**src/rtl/idx_bridge_pkg.sv**
```systemverilog
package idx_bridge_pkg;

    typedef enum logic [2:0] {
        OFF_TRST  = 3'd0,
        OFF_ALOAD = 3'd1,
        OFF_RD    = 3'd2,
        OFF_RDINC = 3'd3,
        OFF_SPARE = 3'd4,
        OFF_AREAD = 3'd5,
        OFF_WR    = 3'd6,
        OFF_WRINC = 3'd7
    } host_off_e;

    typedef enum logic {
        RS_IDLE  = 1'b0,
        RS_PULSE = 1'b1
    } rst_state_e;

    typedef struct packed {
        logic addr_load;
        logic addr_inc;
        logic tgt_rd;
        logic tgt_wr;
        logic trst_req;
        logic sel_tgt;
        logic sel_addr;
    } dec_t;

endpackage

```
**src/rtl/idx_bridge_decode.sv**
```systemverilog
module idx_bridge_decode
    import idx_bridge_pkg::*;
(
    input  logic [2:0] host_off,
    input  logic       host_rd,
    input  logic       host_wr,
    output dec_t       dec
);

    host_off_e off;
    assign off = host_off_e'(host_off);

    always_comb begin
        dec = '0;
        unique case (off)
            OFF_TRST:  dec.trst_req  = host_wr;
            OFF_ALOAD: dec.addr_load = host_wr;
            OFF_RD: begin
                dec.tgt_rd  = host_rd;
                dec.sel_tgt = host_rd;
            end
            OFF_RDINC: begin
                dec.tgt_rd   = host_rd;
                dec.sel_tgt  = host_rd;
                dec.addr_inc = host_rd;
            end
            OFF_SPARE: ;
            OFF_AREAD: dec.sel_addr = host_rd;
            OFF_WR:    dec.tgt_wr   = host_wr;
            OFF_WRINC: begin
                dec.tgt_wr   = host_wr;
                dec.addr_inc = host_wr;
            end
        endcase
    end

endmodule

```
**src/rtl/idx_bridge_addr.sv**
```systemverilog
module idx_bridge_addr #(
    parameter int AW = 8
) (
    input  logic          clk,
    input  logic          rst_n,
    input  logic          load,
    input  logic          inc,
    input  logic [AW-1:0] load_val,
    output logic [AW-1:0] addr
);

    localparam logic [AW-1:0] ONE = AW'(1);

    always_ff @(posedge clk) begin
        if (!rst_n)
            addr <= '0;
        else if (load)
            addr <= load_val;
        else if (inc)
            addr <= addr + ONE;   // wraps naturally at the top of the space
    end

endmodule

```
**src/rtl/idx_bridge_rstgen.sv**
```systemverilog
module idx_bridge_rstgen
    import idx_bridge_pkg::*;
#(
    parameter int RST_CYCLES = 16
) (
    input  logic clk,
    input  logic rst_n,
    input  logic req,
    output logic tgt_rst
);

    localparam int CW = (RST_CYCLES > 2) ? $clog2(RST_CYCLES) : 1;
    localparam logic [CW-1:0] LOAD_VAL = CW'(RST_CYCLES - 1);

    rst_state_e    state, state_nx;
    logic [CW-1:0] cnt, cnt_nx;

    // state register
    always_ff @(posedge clk) begin
        if (!rst_n) begin
            state <= RS_IDLE;
            cnt   <= '0;
        end else begin
            state <= state_nx;
            cnt   <= cnt_nx;
        end
    end

    // next state: reset command / count done
    always_comb begin
        state_nx = state;
        cnt_nx   = cnt;
        unique case (state)
            RS_IDLE: begin
                if (req) begin
                    state_nx = RS_PULSE;
                    cnt_nx   = LOAD_VAL;
                end
            end
            RS_PULSE: begin
                if (cnt == '0)
                    state_nx = RS_IDLE;
                else
                    cnt_nx = cnt - CW'(1);
            end
        endcase
    end

    // outputs
    always_comb begin
        unique case (state)
            RS_IDLE:  tgt_rst = 1'b0;
            RS_PULSE: tgt_rst = 1'b1;
        endcase
    end

endmodule

```
**src/rtl/idx_reg_bridge.sv**
```systemverilog
module idx_reg_bridge
    import idx_bridge_pkg::*;
#(
    parameter int DW         = 8,
    parameter int AW         = 8,
    parameter int RST_CYCLES = 16
) (
    input  logic          clk,
    input  logic          rst_n,
    input  logic [2:0]    host_off,
    input  logic [DW-1:0] host_wdata,
    input  logic          host_rd,
    input  logic          host_wr,
    output logic [DW-1:0] host_rdata,
    output logic [AW-1:0] tgt_addr,
    output logic [DW-1:0] tgt_wdata,
    input  logic [DW-1:0] tgt_rdata,
    output logic          tgt_rd,
    output logic          tgt_wr,
    output logic          tgt_rst
);

    dec_t dec;

    idx_bridge_decode u_dec (
        .host_off (host_off),
        .host_rd  (host_rd),
        .host_wr  (host_wr),
        .dec      (dec)
    );

    idx_bridge_addr #(.AW(AW)) u_addr (
        .clk      (clk),
        .rst_n    (rst_n),
        .load     (dec.addr_load),
        .inc      (dec.addr_inc),
        .load_val (host_wdata[AW-1:0]),
        .addr     (tgt_addr)
    );

    idx_bridge_rstgen #(.RST_CYCLES(RST_CYCLES)) u_rst (
        .clk     (clk),
        .rst_n   (rst_n),
        .req     (dec.trst_req),
        .tgt_rst (tgt_rst)
    );

    assign tgt_rd    = dec.tgt_rd;
    assign tgt_wr    = dec.tgt_wr;
    assign tgt_wdata = host_wdata;

    logic [DW-1:0] rd_mux;
    always_comb begin
        if (dec.sel_tgt)
            rd_mux = tgt_rdata;
        else if (dec.sel_addr)
            rd_mux = DW'(tgt_addr);
        else
            rd_mux = '0;
    end

    always_ff @(posedge clk) begin
        if (!rst_n)
            host_rdata <= '0;
        else if (host_rd)
            host_rdata <= rd_mux;
    end

endmodule

```
**config.mk**
```make
export PLATFORM = sky130hd
export DESIGN_NAME = idx_reg_bridge
export DESIGN_NICKNAME = d
export VERILOG_FILES = /design/src/rtl/idx_bridge_pkg.sv /design/src/rtl/idx_bridge_decode.sv /design/src/rtl/idx_bridge_addr.sv /design/src/rtl/idx_bridge_rstgen.sv /design/src/rtl/idx_reg_bridge.sv
export SDC_FILE = /design/constraint.sdc
export NUM_CORES = 1
export LEC_CHECK = 0
export CAP_MARGIN = 30
export CORE_ASPECT_RATIO = 0.6
export CORE_MARGIN = 2
export CORE_UTILIZATION = 44
export DETAILED_ROUTE_END_ITERATION = 12
export HOLD_SLACK_MARGIN = 0.06
export PLACE_DENSITY = 0.89
export SLEW_MARGIN = 20
export SYNTH_ARGS = -nofsm -noshare
export SYNTH_HDL_FRONTEND = slang
export SYNTH_SLANG_ARGS = --single-unit
```
**constraint.sdc**
```tcl
create_clock -name clk -period 2.48 [get_ports clk]
set_input_delay 0.744 -clock clk [delete_from_list [all_inputs] [get_ports clk]]
set_output_delay 0.744 -clock clk [all_outputs]
set_load 0.01 [all_outputs]
```
# ---- Word-level counts from Yosys, hierarchy flattened
# Index checks and enable logic that the tools add are counted.
dict set report totals {
  output_inout_bits 27
  input_bits 23
  ff_bits 21
}
dict set report classes {
  n_reduce_logical 6
  bitwise_logic 1
  muxes 17
  eq_ne 8
  add_sub_neg 2
}
# op count
set ops {}
lappend ops {{8-bit two-way mux} 4}
lappend ops {{3-bit equality test (second input constant)} 3}
lappend ops {{8-bit by 1-bit adder with 8-bit output (second input constant)} 1}
lappend ops {{4-bit two-way mux} 2}
lappend ops {{4-bit case mux with 2 select lines} 1}
lappend ops {{1-bit two-way mux} 7}
lappend ops {{3-bit by 2-bit equality test with 1-bit output (second input constant)} 2}
lappend ops {{1-bit case mux with 2 select lines} 3}
lappend ops {{4-bit logical NOT} 1}
lappend ops {{2-bit OR reduction} 2}
lappend ops {{4-bit by 1-bit subtractor with 4-bit output (second input constant)} 1}
lappend ops {{3-bit by 1-bit equality test with 1-bit output (second input constant)} 1}
lappend ops {{3-bit logical NOT} 1}
lappend ops {{2-bit by 1-bit inequality test with 1-bit output (second input constant)} 1}
lappend ops {{2-bit inequality test (second input constant)} 1}
lappend ops {{2-bit AND reduction} 1}
lappend ops {{2-bit nonzero test} 1}
lappend ops {{1-bit inverter} 1}

# ---- Depth between registers and ports, before layout
# Gate-level depths: netlist (run 1).
dict set report depth {
  word_depth 4
  ltp_mapped 6
}

# ---- By module
# From an unflattened synthesis (run 1), not the netlist that was laid out.
dict set report unflattened {
  cells_unflattened 142
  hier_area_um2 1224.9
}
# mod cells_per_inst n_inst area_each_um2
set modules_own_cells {}
lappend modules_own_cells {idx_bridge_addr 55 1 461.7}
lappend modules_own_cells {idx_reg_bridge 51 1 424.2}
lappend modules_own_cells {idx_bridge_rstgen 27 1 259.0}
lappend modules_own_cells {idx_bridge_decode 9 1 80.1}

# ---- Least setup slack after synthesis (run 1)
# Ideal clock, no wire load.
dict set report synth_path {
  path_kind {input to output}
  start {input port host_rd}
  end {output port tgt_rd}
  path_stages 3
  path_buffers 2
  slack_ns 0.360
  t_required_ns 1.736
  t_arrival_ns 1.376
  path_cell_list {buf_2 -> clkbuf_1 -> and2_1}
}
dict set report synth_via {
  elab_chain_len 1
}
# element line
set synth_lines {}
lappend synth_lines {{start, declared} idx_reg_bridge.sv:12} ;# input logic host_rd,
lappend synth_lines {{1-bit two-way mux} idx_bridge_decode.sv:15} ;# unique case (off)
lappend synth_lines {{end, declared} idx_reg_bridge.sv:18} ;# output logic tgt_rd,
# No other way between the ends.

# ---- Final worst setup path (run 1)
dict set report layout_path {
  start {input port host_wr}
  end {output port tgt_wr}
}
dict set report layout_via {
  elab_chain_len 1
}
# element line
set layout_lines {}
lappend layout_lines {{start, declared} idx_reg_bridge.sv:13} ;# input logic host_wr,
lappend layout_lines {{1-bit two-way mux} idx_bridge_decode.sv:15}
lappend layout_lines {{end, declared} idx_reg_bridge.sv:19} ;# output logic tgt_wr,
# No other way between the ends.

==> results of run 1 <==
cell usage in the layout, fill, tap and decap left out, types with 3 or more instances in the layout:
master	n
clkdlybuf4s50_1	37
dfxtp_1	21
a21oi_1	11
dlygate4sd2_1	11
nor2_1	10
a22oi_1	8
a211oi_1	8
o21ai_0	8
xnor2_1	7
buf_4	7
nand3_1	6
inv_1	5
nor3_1	5
nand2_1	4
nor4_1	3
ha_1	3
clkbuf_8	3
flip-flops by register name, summed over array words and instances, names as in the netlist:
signal and count:
u_rst.state 1, u_addr.addr 8, host_rdata 8, u_rst.cnt 4
timing repair:
item / 4_1_cts / 5_1_grt
buffers inserted: 0 / 0
endpoints found under the setup margin: 10 / 0
hold buffers: 0 / 0
resized for setup: 14 / 0
kinds of logic after synthesis:
group                      after synthesis  synth area share
and+or+nand+nor                         36             0.174
DFF                                     21             0.387
adders and majority gates                3            0.0345
xor gates and xnor gates                 9            0.0725
muxes                                    2            0.0184
AOI/OAI and AO/OA                       38             0.220
buffers and inverters                   19            0.0944
routing by layer:
layer | wire length [um] | vias to the layer above | global-route usage
li1 | - | 550 | -
met1 | 1360 | 496 | 0.280
met2 | 1380 | 66 | 0.363
met3 | 246 | 7 | 0.0726
met4 | 42 | 0 | 0.0800
met5 | 0 | - | 0
power groups by stage:
stage | Clock, uW | Sequential [uW] | Combinational [uW]
finish | 227 | 373 | 163
global route | 247 | 374 | 176
CTS | 227 | 372 | 162
detailed placement | 0 | 380 | 168
global placement | 0 | 378 | 162
floorplan | 0 | 382 | 70.9
critical path, delay by kind of cell:
kind          cells  cell delay [ns]
simple gates      1             0.18
buf+inv           2             0.77
worst min path at each step:
stage	startpoint	to	slack, ns	cells after the start
global route	host_rdata[1]$_SDFFE_PN0P_	host_rdata[1]$_SDFFE_PN0P_	0.52	2
detailed placement	host_rdata[2]$_SDFFE_PN0P_	host_rdata[2]$_SDFFE_PN0P_	0.48	2
finish	host_rdata[2]$_SDFFE_PN0P_	host_rdata[2]$_SDFFE_PN0P_	0.49	2
global placement	u_rst.cnt[1]$_SDFFE_PN0P_	u_rst.cnt[1]$_SDFFE_PN0P_	0.48	1
CTS	host_rdata[2]$_SDFFE_PN0P_	host_rdata[2]$_SDFFE_PN0P_	0.49	2
floorplan	u_rst.cnt[1]$_SDFFE_PN0P_	u_rst.cnt[1]$_SDFFE_PN0P_	0.46	1
cell type report:
type / count / area share
timing repair buffer: 56 / 0.328
tap: 30 / 0.0232
clock buffer: 4 / 0.0279
sequential: 21 / 0.260
inverter: 5 / 0.0116
multi-input combinational: 88 / 0.349
stage by stage:
stage          area [um2]  power (uW)
2_1_floorplan        1090         453
3_3_place_gp         1580         540
3_5_place_dp         1580         548
4_1_cts              1620         762
5_1_grt              1620         798
6_report             1620         762
==> results.tsv, run 1 <==
metric	value	unit
combined area of all synthesized cells	1090	um2
worst hold slack after final layout	0.489	ns
Critical Path Fanout Max	2	
per-instance average area after synthesis	8.49	um2
Post-DP HPWL	2.35	mm
most repeated cell in the gate-level netlist after synthesis	dfxtp_1	
fin util	0.720	
proportion of netlist area held by the largest area contributor	0.387	
total overflow reported by the global router	0	
clock insertion delay at the later pin of the skew report	0.26	ns
IR drop worst, VDD	0.000344	V
fill count	166	
vias in the first global route	1049	
final count of hold timing violations	0	
initial detailed-routing violation count	82	
footprint of the multi-input gates	564	um2
Warnings, synthesis	0	
Post-Route Skew	0.00109	ns
Max Clock Freq	0.410	GHz
CP arrival	1.70	ns
pwr/cell area	471	nW/um2
switching part of the total	0.264	
weighted congestion at the end of routability-driven global placement	0.815	
worst setup slack after layout	0.0407	ns
Max transition margin	0.624	
final layout net count	201	
clock input transition at the sequential cells of the worst setup and hold paths	0.07	ns
top cells by area, synth	dfxtp_1 (39%), xnor2_1 (5.6%), a211oi_1 (5.5%), a22oi_1 (5.5%), buf_4 (5.5%)	
Port-buffer cells	49	
row count	13	
area occupied by registers	420	um2
worst setup slack after placement	-0.349	ns
flip-flop and latch count after synthesis	21	
Sinks on Clock Net	21	
detail-routed via count per cell	5.49	
core box area	2240	um2
Slowest-stage cell, CP	clkdlybuf4s50_1	
largest net degree at the start of global routing	18	
setup tns final	0	ns
DRC errors left	0	
Total Routing Usage GR	0.226	
worst setup path startpoint	host_wr	
worst endpoint required time	1.74	ns
synthesized netlist net count	154	
r2r startpoint	u_rst.cnt[0]$_SDFFE_PN0P_	
number of failing setup endpoints in the final timing report	0	
count of flip-flops with a built-in enable after synthesis	0	
global-route wire length before repair	4.82	mm
power dissipated by switching net loads	201	uW
sequence of cells on the critical path	clkdlybuf4s50_1 -> and3_2 -> dlygate4sd2_1	
count of placed standard cells in the final layout, fillers left out	204	
wire length after detailed routing	3.03	mm
Post-Synthesis Cells	128	
diode insertion count for antenna repair	0	
clock tree from TritonCTS	built	
proportion of layout cells with a drive suffix above 1	0.0805	
leak pwr	0.000596	uW
initial antenna violation count	0	
time the final worst path needs with I/O delays and setup	2.44	ns
remaining antenna violation count after routing	0	
most frequent cells after synthesis	dfxtp_1 (21), a21oi_1 (11), nor2_1 (10)	
class of the most critical hold timing path	reg2reg	
Tightest Pin Transition	0.548	ns
Final Max Tran Viols	0	
Crit Path Category	in2out	
ys flop type	dfxtp_1	
cell type with the largest total area after synthesis	dfxtp_1	
timing endpoint of the critical path	tgt_wr	
via count	1119	
CTS root buf	clkbuf_8	
count of max-cap constraint violations	0	
run status	finished clean	
worst stage delay on the critical path	0.48	ns
post-route fraction of the period consumed by the critical path	0.984	
minimum setup slack among reg-to-reg paths	0.87	ns
Die X-Extent	68.2	um
buffer levels on the longest clock path	2	
area added between synthesis and finish	48.7	%
full die area	2900	um2
critical path startpoint category	primary input	
count of placed standard cells including taps	200	
Clock power frac	0.298	
part of the Yosys area used for sequential elements	0.387	
total CTS buffers	3	
# H-tree levels	1	
capture instance of the worst register-to-register path	u_rst.cnt[3]$_SDFFE_PN0P_	
Vert. Die Dim	42.5	um
Worst Setup End Kind	output pin	
first-pass iteration count of the detailed router	4	
fraction of synthesis flops using an asynchronous set or reset pin	0	
power share of the sequential group	0.489	
Starting Density	0.484	
# IOs	50	
internal power summed over all cells	561	uW
combinational fraction of design power	0.213	
depth of the worst register-to-register path	6	
setup repair after global routing missed its margin	no	
distinct cell type count of the synthesized netlist	28	
Routed WL per cell	14.8	um
(Power assumes the default switching activity.)
==> inputs of run 2 (changes only) <==
- CORE_ASPECT_RATIO: 0.6 -> not set
==> results.tsv, run 2 (same netlist as run 1, synthesis figures left out) <==
metric	value	unit	change
CTS root buf	clkbuf_4		
DRC errors left	0		unchanged
number of failing setup endpoints in the final timing report	0		unchanged
leak pwr	0.000600	uW	+0.64%
Post-Route Skew	0.00191	ns	+0.000821 ns
clock tree from TritonCTS	built		
# IOs	50		unchanged
weighted congestion at the end of routability-driven global placement	0.911		+12%
Starting Density	0.451		-0.0332
worst endpoint required time	1.74	ns	about the same
commonest cells after routing, fill and taps aside	clkdlybuf4s50_1 (37), dfxtp_1 (21), dlygate4sd2_1 (12)		
global-route wire length before repair	4.57	mm	-5.2%
largest net degree at the start of global routing	18		unchanged
Vert. Die Dim	53.7	um	+26%
critical path startpoint category	primary input		
Design Area, Final	1600	um2	-0.77%
Critical Path Fanout Max	2		unchanged
buffer levels on the longest clock path	2		unchanged
Die X-Extent	53.7	um	-21%
clock insertion delay at the later pin of the skew report	0.30	ns	+0.04 ns
remaining antenna violation count after routing	0		unchanged
Total Routing Usage GR	0.221		-0.00471
class of the most critical hold timing path	reg2reg		
final count of hold timing violations	0		unchanged
Worst Setup End Kind	output pin		
area added between synthesis and finish	47.5	%	
count of max-cap constraint violations	0		unchanged
run status	finished clean		
Max Clock Freq	0.415	GHz	+1.3%
largest registers ranked by flip-flop count	host_rdata: 8 flops, u_addr.addr: 8 flops, u_rst.cnt: 4 flops		
Routed WL per cell	13.6	um	-8.2%
clock input transition at the sequential cells of the worst setup and hold paths	0.11	ns	+0.04 ns
leading cell type in the layout, fill and taps excluded	clkdlybuf4s50_1		
final layout net count	202		+0.50%
vias in the first global route	1104		+5.2%
setup repair after global routing missed its margin	no		
Post-Place Cell Area	1590	um2	+0.47%
diode insertion count for antenna repair	0		unchanged
full die area	2880	um2	-0.45%
row count	18		+5
IR drop worst, VDD	0.000400	V	+16%
first-pass iteration count of the detailed router	4		unchanged
wire length after detailed routing	2.79	mm	-7.7%
CP arrival	1.66	ns	-0.04 ns
Crit Path Category	in2out		
via count	1123		+0.36%
initial detailed-routing violation count	16		-80%
Max transition margin	0.682		+0.0581
final total power	692	uW	-9.1%
total overflow reported by the global router	0		unchanged
time the final worst path needs with I/O delays and setup	2.41	ns	-0.0308 ns
post-route fraction of the period consumed by the critical path	0.971		-0.0124
Final Max Tran Viols	0		unchanged
# H-tree levels	1		unchanged
Tightest Pin Transition	0.464	ns	-0.0847 ns
Post-DP HPWL	2.23	mm	-5.0%
proportion of layout cells with a drive suffix above 1	0.0857		+0.00525
total CTS buffers	3		unchanged
initial antenna violation count	0		unchanged
fill count	197		+19%
core box area	2410	um2	+7.4%
Sinks on Clock Net	21		unchanged
detail-routed via count per cell	5.48		-0.13%
pwr/cell area	432	nW/um2	-8.4%
Port-buffer cells	49		unchanged
run 2: cell count changes in the layout (fill, tap and decap cells not counted), sizes merged:
cell	before	now
clkdlybuf4s15	1	0
clkinv	0	1
clkbuf	4	3
dlygate4sd2	11	12
buf	7	8
run 2: repair_timing:
item                                    CTS  global route
gates resized for setup                  12             0
endpoints found under the setup margin   10             0
buffers inserted                          0             0
hold buffers                              0             0
run 2: final timing paths:
| path | start | slack (ns) | end | cells after the start |
|---|---|---|---|---|
| max reg2reg | u_rst.cnt[0]$_SDFFE_PN0P_ | 0.89 | u_rst.cnt[0]$_SDFFE_PN0P_ | 6 |
| max | host_wr | 0.07 | tgt_wr | 3 |
| min | host_rdata[3]$_SDFFE_PN0P_ | 0.49 | host_rdata[3]$_SDFFE_PN0P_ | 2 |
| min reg2reg | host_rdata[3]$_SDFFE_PN0P_ | 0.49 | host_rdata[3]$_SDFFE_PN0P_ | 2 |
run 2: final cells by class:
class	instances	area, um2	area share
Timing Repair Buffer	57	536	0.334
Multi-Input combinational cell	88	564	0.352
Inverter	5	18.8	0.0117
Clock buffer	3	22.5	0.0140
Clock inverter	1	5.00	0.00312
Sequential cell	21	420	0.262
Tap cell	30	37.5	0.0234
run 2: critical path: stages:
cell,delay (ns)
clkdlybuf4s50_1,0.47
and3_2,0.18
dlygate4sd2_1,0.27
run 2: through the flow:
step / std cells / setup TNS, ns / hold WS, ns / worst slack (ns) / util
3_5_place_dp: 201 / -0.793 / 0.477 / -0.377 / 0.660
4_1_cts: 205 / 0 / 0.493 / 0.0687 / 0.666
5_1_grt: 205 / 0 / 0.523 / 0.0699 / 0.666
3_3_place_gp: 201 / -0.628 / 0.480 / -0.340 / 0.660
2_1_floorplan: 128 / 0 / 0.463 / 0.360 / -
6_report: 205 / 0 / 0.490 / 0.0715 / 0.666
run 2: power breakdown:
part / total (uW) / switching [uW] / leakage, uW / internal, uW
logic: 161 / 68.2 / 0.000410 / 93.1
registers: 371 / 16.7 / 0.000172 / 354
clock network: 160 / 100 / 0.0000177 / 60.1
run 2: layer usage:
metal / global-route usage / share of wire
met1: 0.239 / 0.39
met2: 0.407 / 0.53
met3: 0.0278 / 0.051
met4: 0.128 / 0.031
met5: 0 / 0
==> inputs of run 3 (changes only) <==
- ABC_AREA: not set -> 1
- CORE_UTILIZATION: 44 -> 45
- PLACE_DENSITY: 0.89 -> 0.88
==> results.tsv, run 3 <==
metric	value	unit	change
capture instance of the worst register-to-register path	u_rst.cnt[1]$_SDFFE_PN0P_		
Sinks on Clock Net	21		unchanged
switching part of the total	0.286		+0.0186
ys flop type	dfxtp_1		
run status	finished clean		
largest net degree at the start of global routing	19		+1
global-route wire length before repair	5.52	mm	+21%
vias in the first global route	1320		+20%
Crit Path Category	in2out		
sequence of cells on the critical path	clkdlybuf4s50_1 -> nand3_1 -> inv_1 -> dlygate4sd2_1		
distinct cell type count of the synthesized netlist	26		-7.1%
flip-flop and latch count after synthesis	21		unchanged
DRC errors left	0		unchanged
depth of the worst register-to-register path	7		+1
# H-tree levels	1		unchanged
total CTS buffers	3		unchanged
final total power	700	uW	+1.2%
row count	18		unchanged
Total Routing Usage GR	0.216		-0.00516
fraction of synthesis flops using an asynchronous set or reset pin	0		unchanged
detail-routed via count per cell	5.12		-6.5%
Worst Setup End Kind	output pin		
post-route fraction of the period consumed by the critical path	0.970		about the same
largest registers ranked by flip-flop count	host_rdata: 8 flops, u_addr.addr: 8 flops, u_rst.cnt: 4 flops		
fill count	201		+2.0%
setup repair after global routing missed its margin	yes		
leading cell type in the layout, fill and taps excluded	nand2_1		
Max Clock Freq	0.416	GHz	about the same
worst stage delay on the critical path	0.50	ns	+0.03 ns
Starting Density	0.482		+0.0313
worst endpoint required time	1.74	ns	about the same
number of gates on the worst path with buffers counted	4		+1
Critical Path Fanout Max	3		+1
power dissipated by switching net loads	200	uW	+8.2%
CP arrival	1.66	ns	about the same
first-pass iteration count of the detailed router	4		unchanged
IR drop worst, VDD	0.000335	V	-16%
Post-DP HPWL	2.40	mm	+7.8%
worst setup path startpoint	host_off[1]		
Routed WL per cell	12.4	um	-9.3%
number of failing setup endpoints in the final timing report	0		unchanged
Post-Synthesis Cells	172		+34%
count of max-cap constraint violations	0		unchanged
commonest cells after routing, fill and taps aside	nand2_1 (47), clkdlybuf4s50_1 (38), dfxtp_1 (21)		
area added between synthesis and finish	46.2	%	
internal power summed over all cells	500	uW	-1.4%
CTS root buf	clkbuf_4		
combined area of all synthesized cells	1210	um2	+11%
leak pwr	0.000732	uW	+22%
clock insertion delay at the later pin of the skew report	0.32	ns	+0.02 ns
critical path startpoint category	primary input		
power share of the sequential group	0.520		-0.016
per-instance average area after synthesis	7.01	um2	-17%
Max transition margin	0.695		+0.0135
initial antenna violation count	0		unchanged
most repeated cell in the gate-level netlist after synthesis	nand2_1		
proportion of netlist area held by the largest area contributor	0.349		-0.0381
final count of hold timing violations	0		unchanged
most frequent cells after synthesis	nand2_1 (47), dfxtp_1 (21), inv_1 (18), nand3_1 (14)		
weighted congestion at the end of routability-driven global placement	0.876		-3.8%
Post-Route Skew	0.00401	ns	+0.00209 ns
proportion of layout cells with a drive suffix above 1	0.0973		+0.0116
count of flip-flops with a built-in enable after synthesis	0		unchanged
Die X-Extent	55.8	um	+3.8%
time the final worst path needs with I/O delays and setup	2.41	ns	-0.00202 ns
clock input transition at the sequential cells of the worst setup and hold paths	0.12	ns	about the same
diode insertion count for antenna repair	0		unchanged
final layout net count	253		+25%
Clock power frac	0.253		+0.022
r2r startpoint	u_rst.cnt[0]$_SDFFE_PN0P_		
Warnings, synthesis	0		unchanged
full die area	3110	um2	+7.8%
class of the most critical hold timing path	reg2reg		
minimum setup slack among reg-to-reg paths	1.12	ns	+0.23 ns
via count	1311		+17%
clock tree from TritonCTS	built		
combinational fraction of design power	0.227		-0.006
Vert. Die Dim	55.8	um	+3.8%
CP top delay family	buffers and inverters		
Port-buffer cells	49		unchanged
core box area	2500	um2	+3.7%
initial detailed-routing violation count	60		+44
wire length after detailed routing	3.16	mm	+13%
part of the Yosys area used for sequential elements	0.349		-0.0381
remaining antenna violation count after routing	0		unchanged
# IOs	50		unchanged
Final Max Tran Viols	0		unchanged
number of hold buffers added after CTS	0		unchanged
buffer levels on the longest clock path	2		unchanged
cell type with the largest total area after synthesis	dfxtp_1		
total overflow reported by the global router	0		unchanged
count of buffer and inverter cells on the critical path	3		+1
setup tns final	0	ns	unchanged
top cells by area, synth	dfxtp_1 (35%), nand2_1 (15%), nand3_1 (5.8%), inv_1 (5.6%), a31oi_1 (5.2%)		
Slowest-stage cell, CP	clkdlybuf4s50_1		
Tightest Pin Transition	0.454	ns	-0.00944 ns
pwr/cell area	397	nW/um2	-8.0%
synthesized netlist net count	198		+29%
timing endpoint of the critical path	tgt_wr		
run 3: cell count changes after synthesis, sizes merged, moves of 3 or more:
cell	delta
clkbuf	-4
a211oi	-8
nand2	+43
a21oi	-3
a31oi	+9
inv	+14
a22oi	-8
nand3	+10
nor4	-3
xnor2	-6
run 3: routing by layer:
layer  share of wire  GRT usage
met1            0.44      0.259
met2            0.47      0.378
met3           0.074     0.0395
met4           0.013     0.0836
met5               0          0
run 3: worst min-delay path by stage:
stage | start | to | slack (ns) | depth (start not counted)
after floorplan | u_rst.cnt[3]$_SDFFE_PN0P_ | u_rst.cnt[3]$_SDFFE_PN0P_ | 0.45 | 2
after global placement | u_rst.cnt[3]$_SDFFE_PN0P_ | u_rst.cnt[3]$_SDFFE_PN0P_ | 0.47 | 2
after detailed placement | host_rdata[2]$_SDFFE_PN0P_ | host_rdata[2]$_SDFFE_PN0P_ | 0.49 | 2
after CTS | host_rdata[2]$_SDFFE_PN0P_ | host_rdata[2]$_SDFFE_PN0P_ | 0.51 | 2
after global routing | u_rst.cnt[3]$_SDFFE_PN0P_ | u_rst.cnt[3]$_SDFFE_PN0P_ | 0.53 | 2
final | host_rdata[6]$_SDFFE_PN0P_ | host_rdata[6]$_SDFFE_PN0P_ | 0.50 | 2
run 3: cell families (layout without fill, tap and decap cells):
kind of cell	count (synthesis)	after routing	synth area share
AOI/OAI and AO/OA	28	28	0.129
xor gates and xnor gates	3	3	0.0218
adders and majority gates	3	3	0.0311
buffers and inverters	31	85	0.129
DFF	21	21	0.349
and+or+nand+nor	86	86	0.341
run 3: final cells by class:
| class | count | area, um2 | area share |
|---|---|---|---|
| Clock buffer | 4 | 26.3 | 0.0149 |
| Inverter | 20 | 75.1 | 0.0426 |
| Multi-Input combinational cell | 120 | 631 | 0.358 |
| Sequential cell | 21 | 420 | 0.238 |
| Tap cell | 30 | 37.5 | 0.0213 |
| Timing Repair Buffer | 61 | 573 | 0.325 |
run 3: worst reg2reg max path: cells and delay by family (launching register included):
kind	cells	cell delay [ns]
compound gates	2	0.28
simple gates	3	0.34
flops	1	0.37
fa+ha+maj	1	0.20
buf+inv	1	0.09
run 3: repair_timing:
item	CTS	global route
endpoints found under the setup margin	10	2
gates resized for setup	12	1
pin swaps	0	0
setup buffers	0	0
run 3: per-stage QoR:
stage,hold slack [ns],cell area (um2),cells,setup WS (ns),util
2_1_floorplan,0.454,1210,172,0.682,-
3_3_place_gp,0.469,1740,252,-0.239,0.698
3_5_place_dp,0.487,1740,252,-0.252,0.698
4_1_cts,0.505,1760,256,0.00314,0.704
5_1_grt,0.527,1760,256,-0.0108,0.705
6_report,0.501,1760,256,0.0735,0.705
run 3: power by group through the flow:
stage	Clock [uW]	Sequential, uW	Combinational [uW]
3_3_place_gp	0	371	161
2_1_floorplan	0	372	69.5
5_1_grt	186	366	174
3_5_place_dp	0	371	164
4_1_cts	175	364	160
6_report	177	364	159
